===== src/rtl/rb4_pkg.sv =====
package rb4_pkg;

   typedef struct packed {
      logic neg;
      logic two;
      logic non0;
   } rb4_digit_t;

   typedef enum logic [1:0] {
      ST_IDLE = 2'd0,
      ST_RUN  = 2'd1,
      ST_FIN  = 2'd2
   } rb4_state_e;

endpackage


===== src/rtl/rb4_recode.sv =====
module rb4_recode
   import rb4_pkg::*;
(
   input  logic [2:0]  trip,
   output rb4_digit_t  dig
);
   logic run_edge_lo;
   logic run_edge_hi;

   always_comb begin
      run_edge_lo = trip[1] ^ trip[0];
      run_edge_hi = trip[2] ^ trip[1];
      dig.non0    = run_edge_lo | run_edge_hi;
      dig.two     = run_edge_hi & ~run_edge_lo;
      dig.neg     = trip[2] & dig.non0;
   end
endmodule


===== src/rtl/rb4_multiple.sv =====
module rb4_multiple
   import rb4_pkg::*;
#(
   parameter int K = 16,
   parameter int W = 2 * K + 2
)(
   input  logic [K-1:0] a,
   input  rb4_digit_t   dig,
   output logic [W-1:0] mul,
   output logic         inj
);
   logic [W-1:0] ext;
   logic [W-1:0] base;

   always_comb begin
      ext  = {{(W - K){a[K-1]}}, a};
      base = dig.two ? {ext[W-2:0], 1'b0} : ext;
      if (!dig.non0)
         mul = '0;
      else if (dig.neg)
         mul = ~base;
      else
         mul = base;
      inj = dig.neg;
   end
endmodule


===== src/rtl/rb4_csa.sv =====
module rb4_csa #(
   parameter int W = 34
)(
   input  logic [W-1:0] x,
   input  logic [W-1:0] y,
   input  logic [W-1:0] z,
   input  logic         cin,
   output logic [W-1:0] s,
   output logic [W-1:0] c
);
   assign c[0] = cin;

   for (genvar i = 0; i < W; i++) begin : g_sum
      assign s[i] = x[i] ^ y[i] ^ z[i];
   end

   for (genvar i = 0; i < W - 1; i++) begin : g_carry
      assign c[i+1] = (x[i] & y[i]) | (x[i] & z[i]) | (y[i] & z[i]);
   end
endmodule


===== src/rtl/rb4_mul.sv =====
module rb4_mul
   import rb4_pkg::*;
#(
   parameter int K = 16
)(
   input  logic           clk,
   input  logic           rst_n,
   input  logic           start,
   input  logic [K-1:0]   multiplicand,
   input  logic [K-1:0]   multiplier,
   output logic           done,
   output logic [2*K-1:0] product
);
   localparam int STEPS = K / 2;
   localparam int W     = 2 * K + 2;
   localparam int CW    = (STEPS > 1) ? $clog2(STEPS) : 1;
   localparam logic [CW-1:0] LAST = CW'(STEPS - 1);

   if ((K % 2) != 0 || K < 4) begin : g_bad_width
      $error("rb4_mul: K must be even and at least 4");
   end

   rb4_state_e     state;
   logic [CW-1:0]  cnt;
   logic [K-1:0]   mcand_q;
   logic [K:0]     mier_q;
   logic [W-1:0]   sum_q;
   logic [W-1:0]   car_q;
   logic           cr_q;
   logic [K-1:0]   lo_q;
   logic           done_q;
   logic [2*K-1:0] prod_q;

   rb4_digit_t     dig;
   logic [W-1:0]   mul_v;
   logic           inj;
   logic [W-1:0]   s_v;
   logic [W-1:0]   c_v;
   logic [2:0]     low_t;
   logic [K-1:0]   hi_v;

   rb4_recode u_recode (
      .trip (mier_q[2:0]),
      .dig  (dig)
   );

   rb4_multiple #(.K(K), .W(W)) u_multiple (
      .a   (mcand_q),
      .dig (dig),
      .mul (mul_v),
      .inj (inj)
   );

   rb4_csa #(.W(W)) u_csa (
      .x   (sum_q),
      .y   (car_q),
      .z   (mul_v),
      .cin (inj),
      .s   (s_v),
      .c   (c_v)
   );

   always_comb begin
      low_t = {1'b0, s_v[1:0]} + {1'b0, c_v[1:0]} + {2'b00, cr_q};
      hi_v  = sum_q[K-1:0] + car_q[K-1:0] + {{(K-1){1'b0}}, cr_q};
   end

   always_ff @(posedge clk or negedge rst_n) begin
      if (!rst_n) begin
         state   <= ST_IDLE;
         cnt     <= '0;
         mcand_q <= '0;
         mier_q  <= '0;
         sum_q   <= '0;
         car_q   <= '0;
         cr_q    <= 1'b0;
         lo_q    <= '0;
         done_q  <= 1'b0;
         prod_q  <= '0;
      end else begin
         done_q <= 1'b0;
         unique case (state)
            ST_IDLE: begin
               if (start) begin
                  mcand_q <= multiplicand;
                  mier_q  <= {multiplier, 1'b0};
                  sum_q   <= '0;
                  car_q   <= '0;
                  cr_q    <= 1'b0;
                  lo_q    <= '0;
                  cnt     <= '0;
                  state   <= ST_RUN;
               end
            end
            ST_RUN: begin
               sum_q  <= {2'b00, s_v[W-1:2]};
               car_q  <= {2'b00, c_v[W-1:2]};
               cr_q   <= low_t[2];
               lo_q   <= {low_t[1:0], lo_q[K-1:2]};
               mier_q <= {{2{mier_q[K]}}, mier_q[K:2]};
               if (cnt == LAST)
                  state <= ST_FIN;
               else
                  cnt <= cnt + 1'b1;
            end
            ST_FIN: begin
               prod_q <= {hi_v, lo_q};
               done_q <= 1'b1;
               state  <= ST_IDLE;
            end
            default: state <= ST_IDLE;
         endcase
      end
   end

   assign done    = done_q;
   assign product = prod_q;

   AST_DONE_ONE_CYCLE: assert property (@(posedge clk) disable iff (!rst_n)
      done_q |=> !done_q);

   AST_BUSY_START_IGNORED: assert property (@(posedge clk) disable iff (!rst_n)
      (state == ST_RUN && start) |=> ($stable(mcand_q) && state != ST_IDLE));

   AST_PRODUCT_HOLD: assert property (@(posedge clk) disable iff (!rst_n)
      (state != ST_FIN) |=> $stable(prod_q));

   AST_TWO_NEEDS_NONZERO: assert property (@(posedge clk) disable iff (!rst_n)
      dig.two |-> dig.non0);

   AST_ZERO_DIGIT_NO_MULT: assert property (@(posedge clk) disable iff (!rst_n)
      !dig.non0 |-> (mul_v == '0 && !inj));

endmodule


===== config.mk =====
export PLATFORM = sky130hd
export DESIGN_NAME = rb4_mul
export DESIGN_NICKNAME = d
export VERILOG_FILES = /design/src/rtl/rb4_pkg.sv /design/src/rtl/rb4_recode.sv /design/src/rtl/rb4_multiple.sv /design/src/rtl/rb4_csa.sv /design/src/rtl/rb4_mul.sv
export SDC_FILE = /design/constraint.sdc
export NUM_CORES = 1
export LEC_CHECK = 0
export BUFFER_PORTS_ARGS = -buffer_cell sky130_fd_sc_hd__buf_2
export CAP_MARGIN = 10
export CORE_UTILIZATION = 40
export DETAILED_ROUTE_END_ITERATION = 8
export SYNTH_ARGS = -nofsm -noshare
export SYNTH_HDL_FRONTEND = slang
export SYNTH_SLANG_ARGS = --single-unit

===== constraint.sdc =====
create_clock -name clk -period 5.2 [get_ports clk]
set_input_delay 0.52 -clock clk [delete_from_list [all_inputs] [get_ports clk]]
set_output_delay 0.52 -clock clk [all_outputs]
set_load 0.005 [all_outputs]

==> impl_metrics.csv, run 1 <==
group,metric,value,unit
timing,whs,55.76,ps
global_routing,grt_pass1_wl,26230,µm
yosys,synth_compound_area_share,14.48,%
status,run_status,"completed",
timing,skew,9.889,ps
floorplan,die-area,20070,µm²
timing,setup_slack,2223,ps
placement,post-place-cells,1071,
yosys,synth_ff_type,"dfrtp_1",
yosys,synth-simple-area-share,12.42,%
timing,setup_viol,0,
global_routing,grt-ovfl-total,0,
placement,gp_congestion,0.8141,
clock_tree,path_clk_slew,60,ps
finish,drive_above_1_share,16.49,%
clock_tree,cts_made_buffers,17,
pwr,peakVddDrop,338.6,µV
setup_path,crit_path_start_kind,"flop",
yosys,yosysSeqAreaShare,48.09,%
routing,drc_errors,0,
placement,dpl.hpwl,10540,µm
yosys,synth_largest_area_cell,"dfrtp_1",
clock_tree,htreeDepth,4,
clock_tree,cts-root-buf,"clkbuf_16",
yosys,synth.area.top_cells,"dfrtp_1 48%, fa_1 9.0%, nand2_1 7.1%",
routing,wire_per_inst,13.89,µm
timing,grt_setup_unrepaired,"false",
yosys,synthXorXnorAreaFrac,2.581,%
global_routing,grt_usage,16.63,%
yosys,synth_area,7805,µm²
yosys,ys_ff_latch,150,
yosys,synth.mux.area_fraction,4.264,%
finish,area_growth,14.51,%
setup_path,crit_type,"flop to flop",
routing,vias_per_cell,4.913,
clock_tree,cts_sinks,150,
pwr,pwr-share-clk,20.3,%
clock_tree,clk-insertion-delay-late,430,ps
timing,layout_min_cycle_time,2977,ps
setup_path,critical_path_peak_fanout,23,
timing,maxSlewViolCount,0,
pwr,p_int,3691,µW
yosys,async_flop_share,100.0,%
pwr,power,6215,µW
timing,worst_pin_slew,1171,ps
pwr,p_comb_share,44.7,%
routing,wirelength,15320,µm
yosys,yosysWarnings,0,
yosys,synth_edf_count,0,
pwr,powerDensity,695.4,nW/µm²
floorplan,die_y,141.7,µm
yosys,synthCells,781,
pwr,leakagePower,0.004118,µW
routing,dr.pass1.iters,4,
placement,dpl_worst_slack,2193,ps
clock_tree,post-cts-setup-buffers,0,
setup_path,crit_arrival,3260,ps
yosys,synth_top_family_by_area,"compound AO/OA/AOI/OAI gates",
yosys,synth_common_cells,"150 x dfrtp_1, 148 x nand2_1, 89 x o21ai_0, 72 x inv_1, 38 x nor2_1",
yosys,synth_adder_area_share,11.86,%
timing,hold_viol_final,0,
floorplan,ioPinCount,68,
global_routing,grt_pass1_vias,5179,
min_path,hp-class,"primary input to asynchronous set/reset pin",
clock_tree,hold_buffers,0,
yosys,synth_top_area_share,48.09,%
global_routing,antenna_found_initial,0,
routing,ant_nets,0,
timing,fmax,0.3359,GHz
routing,drtIter0Drc,235,
floorplan,start_util,41.31,%
flow_run,maxCapViolations,0,
floorplan,dieWidth,141.7,µm
pwr,swShare,40.61,%
finish,final_cell_count_no_fill,1103,
finish,nets,918,
timing,max-slew-margin-rel,21.94,%
setup_path,critPathCaptureType,"flop",
yosys,syn_avg_cell_area,9.994,µm²
clock_tree,cts_tree,"yes",
yosys,synth.most_common_cell,"dfrtp_1",
pwr,seq_power_share,35.0,%
clock_tree,clockBufferDepth,2,
floorplan,row_count,50,
setup_path,critPathRequiredTime,5490,ps
placement,port_buffers,67,
yosys,syn_nets,869,
pwr,power.switching,2524,µW
timing,fin_crit_sh,57.25,%
timing,finalSetupTns,0,ps
global_routing,grt_max_degree,66,
finish,diodes,0,
clock_tree,post_cts_resized,0,
floorplan,core_area,18890,µm²
routing,vias,5419,
yosys,yosys.cell_types.count,56,
## cells by family (layout without fill, tap and decap cells)
family / Yosys count / in the layout
AO/OA/AOI/OAI: 178 / 178
multiplexers: 31 / 31
AND/OR/NAND/NOR: 228 / 228
XOR/XNOR: 23 / 23
adder cells (fa/ha/maj): 53 / 53
flip-flops: 150 / 150
buffers and inverters: 118 / 180
## per-stage QoR
| step | utilization, % | cell area, µm² |
|---|---|---|
| after floorplan | - | 7805 |
| after global placement | 44.09 | 8330 |
| after detailed placement | 44.09 | 8330 |
| after CTS | 47.30 | 8937 |
| after global routing | 47.30 | 8937 |
| final | 47.30 | 8937 |
## per-layer routing
metal	GRT usage [%]	up-vias	wire, µm
li1	-	2693	-
met1	24.11	2600	7855
met2	24.66	106	6741
met5	0	-	0
met4	6.282	0	248
met3	3.105	20	472
## power by group through the flow
stage / registers (µW) / logic (µW) / clock network (µW)
after floorplan: 2040 / 2240 / 0
after global placement: 2190 / 2750 / 0
after detailed placement: 2200 / 2820 / 0
after CTS: 2190 / 2830 / 1290
after global routing: 2260 / 3260 / 1330
final: 2180 / 2780 / 1260
## layout make-up
| class | count | area [µm²] |
|---|---|---|
| fillers | 1825 | 9956 |
| multi-input cells | 513 | 3576 |
| repair buffers | 75 | 401.6 |
| inverters | 73 | 274.0 |
| well taps | 260 | 325.3 |
| flip-flops and latches | 150 | 3754 |
| clock buffers | 20 | 466.7 |
| clock inverters | 12 | 140.1 |
## final timing paths
| check | slack (ps) | depth (start not counted) | to | startpoint |
|---|---|---|---|---|
| max in group asynchronous | 4090 | 2 | sum_q[27] | rst_n |
| min in group clk | 320 | 2 | mcand_q[15] | multiplicand[15] |
| setup reg to reg | 2220 | 5 | lo_q[15] | mier_q[2] |
| setup / recovery | 2220 | 5 | lo_q[15] | mier_q[2] |
| hold reg to reg | 460 | 2 | product[0] | product[0] |
| hold / removal | 60 | 1 | product[30] | rst_n |
## flip-flops by register name, indices dropped and copies added (netlist names)
name and cells:
car_q 31, cnt 3, cr_q 1, done 1, lo_q 16, mcand_q 16, mier_q 17, product 32
state 2, sum_q 31
## critical path, cell delays in order (launching register included)
cell and delay (ps):
dfrtp_1 940, nor2_1 440, a211oi_1 390, fa_1 490
fa_1 500, o21ai_0 70
## placed cells by master, fill, tap and decap left out, drive strengths merged, types with 3 or more instances in the layout
cell type / synthesis / layout
mux2: 18 / 18
ha: 18 / 18
a21oi: 18 / 18
and2: 4 / 4
o31ai: 4 / 4
inv: 72 / 77
a22o: 20 / 20
xnor2: 20 / 20
mux2i: 13 / 13
nor2b: 6 / 6
nor3: 4 / 4
fa: 35 / 35
nand4: 4 / 4
nor2: 38 / 38
o21ai: 93 / 93
nand3: 6 / 6
nor3b: 5 / 5
a21o: 4 / 4
a211oi: 19 / 19
nand2: 148 / 148
buf: 27 / 75
dfrtp: 150 / 150
nand2b: 3 / 3
and3: 3 / 3
xor2: 3 / 3
clkbuf: 18 / 20
clkinv: 1 / 4
(Power assumes the default switching activity.)
==> inputs of run 2 (changes only) <==
- clock period: 5.2 -> 2.9 ns (I/O delays scaled with it)
==> run 2 against run 1 <==
- fmax grew 11%
- power grew 86%
- critical endpoint unchanged
- non-clock buffer count grew 10
- via count shrank 0.17%
- global-route usage grew 0.38 points
==> impl_metrics.csv, run 2 (synthesis results as in run 1) <==
group,metric,value,unit
timing,setup_viol,0,
routing,dr.pass1.iters,6,
global_routing,grt_pass1_vias,5394,
flow_run,maxCapViolations,0,
pwr,p_int,7060,µW
timing,layout_min_cycle_time,2677,ps
finish,final_common_cell,"dfrtp_1",
global_routing,antenna_found_initial,0,
clock_tree,post_cts_resized,0,
setup_path,critPathCaptureType,"flop",
timing,setup_slack,222.6,ps
setup_path,critPathRequiredTime,3180,ps
floorplan,core_area,18890,µm²
pwr,seq_power_share,33.0,%
setup_path,crit_path_start_kind,"flop",
floorplan,start_util,41.31,%
finish,final_cell_count_no_fill,1113,
floorplan,row_count,50,
finish,nets,928,
pwr,pwr-share-clk,22.2,%
setup_path,crit_arrival,2960,ps
routing,vias_per_cell,4.861,
pwr,peakVddDrop,639.3,µV
finish,diodes,0,
pwr,leakagePower,0.004207,µW
clock_tree,cts_made_buffers,17,
floorplan,ioPinCount,68,
global_routing,grt_max_degree,65,
floorplan,die-area,20070,µm²
placement,gp_congestion,0.8113,
floorplan,dieWidth,141.7,µm
global_routing,grt_util_met1,24.36,%
finish,most-common-layout-cells,"150 x dfrtp_1, 148 x nand2_1, 89 x o21ai_0",
finish,final_core_util,48.28,%
pwr,p_comb_share,44.8,%
timing,skew,6.218,ps
global_routing,grt_busiest_layer,"met2",
global_routing,grtUsageMet2,25.43,%
routing,vias,5410,
min_path,hp-class,"primary input to flop",
clock_tree,clk-insertion-delay-late,420,ps
routing,drc_errors,0,
clock_tree,cts-root-buf,"clkbuf_16",
timing,finalSetupTns,0,ps
placement,dpl.hpwl,10680,µm
pwr,powerDensity,1265,nW/µm²
global_routing,grt_pass1_wl,26940,µm
global_routing,grt-ovfl-total,0,
finish,drive_above_1_share,17.23,%
timing,maxSlewViolCount,0,
finish,area_growth,16.86,%
clock_tree,htreeDepth,4,
pwr,power.switching,4477,µW
routing,ant_nets,0,
pwr,swShare,38.81,%
pwr,power,11540,µW
timing,grt_setup_unrepaired,"false",
timing,worst_pin_slew,931.3,ps
status,run_status,"completed",
timing,hold_viol_final,0,
placement,dpl_worst_slack,220.4,ps
floorplan,die_y,141.7,µm
setup_path,crit_type,"flop to flop",
placement,post-place-cells,1080,
global_routing,use_met3,4.084,%
timing,max-slew-margin-rel,37.68,%
timing,fin_crit_sh,92.32,%
routing,drtIter0Drc,267,
routing,wirelength,15450,µm
setup_path,critical_path_peak_fanout,15,
clock_tree,path_clk_slew,60,ps
clock_tree,cts_sinks,150,
finish,largest_reg_flops,32,
clock_tree,cts_tree,"yes",
routing,wire_per_inst,13.88,µm
placement,port_buffers,67,
clock_tree,clockBufferDepth,2,
global_routing,grt_usage,17.00,%
timing,fmax,0.3735,GHz
==> run 2: cell types whose count changed in the layout (fill, tap and decap cells not counted), sizes merged <==
cell / change
clkinv: -2
dlygate4sd3: +1
clkbuf: +1
inv: -3
bufinv: +4
buf: +9
==> run 2: routing by layer <==
| layer | share of wire (%) | routed length, µm | vias up |
|---|---|---|---|
| met5 | 0 | 0 | - |
| met4 | 0.94 | 146 | 0 |
| met3 | 3.6 | 558 | 8 |
| met2 | 45 | 6904 | 93 |
| met1 | 51 | 7840 | 2595 |
| li1 | - | - | 2714 |
==> run 2: power groups by stage <==
| stage | registers, µW | clock network (µW) | logic [µW] |
|---|---|---|---|
| detailed placement | 3850 | 0 | 5220 |
| global route | 3950 | 2700 | 6060 |
| CTS | 3820 | 2610 | 5260 |
| finish | 3810 | 2560 | 5170 |
| global placement | 3830 | 0 | 5130 |
| floorplan | 3670 | 0 | 4020 |
==> run 2: worst max-delay path: stages (launching register included) <==
cell and delay (ps):
dfrtp_1 420, nand2_1 110, nor2_1 720, a211oi_1 220, fa_1 490, fa_1 510, o21ai_0 80
==> run 2: what timing repair did <==
item | 4_1_cts | 5_1_grt
buffers inserted | 0 | 0
hold buffers | 1 | 0
hold endpoints to repair | 61 | 0
==> run 2: per-stage QoR <==
step                instance area, µm²  hold WS, ps
floorplan                         7805       -5.591
global placement                  8423        327.1
detailed placement                8423        320.1
CTS                               9121        81.73
global route                      9121        84.30
finish                            9121        96.59
==> run 2: path summary, 6_finish.rpt <==
kind                                  startpoint           to  slack, ps  cells past startpoint
worst max-delay path                   mier_q[1]     lo_q[15]        220                      6
worst min-delay path            multiplicand[12]  mcand_q[12]        100                      2
worst max register to register         mier_q[1]     lo_q[15]        220                      6
worst min register to register        product[9]   product[9]        470                      2
max in group asynchronous                  rst_n    sum_q[22]       1770                      3
min in group asynchronous                  rst_n  product[26]        430                      2
==> run 2: final cells by class <==
cell class	count	area (µm²)
clock buffers	21	470.5
clock inverters	11	217.7
fillers	1792	9772
inverters	73	274.0
multi-input cells	513	3576
flip-flops and latches	150	3754
well taps	260	325.3
repair buffers	85	504.2
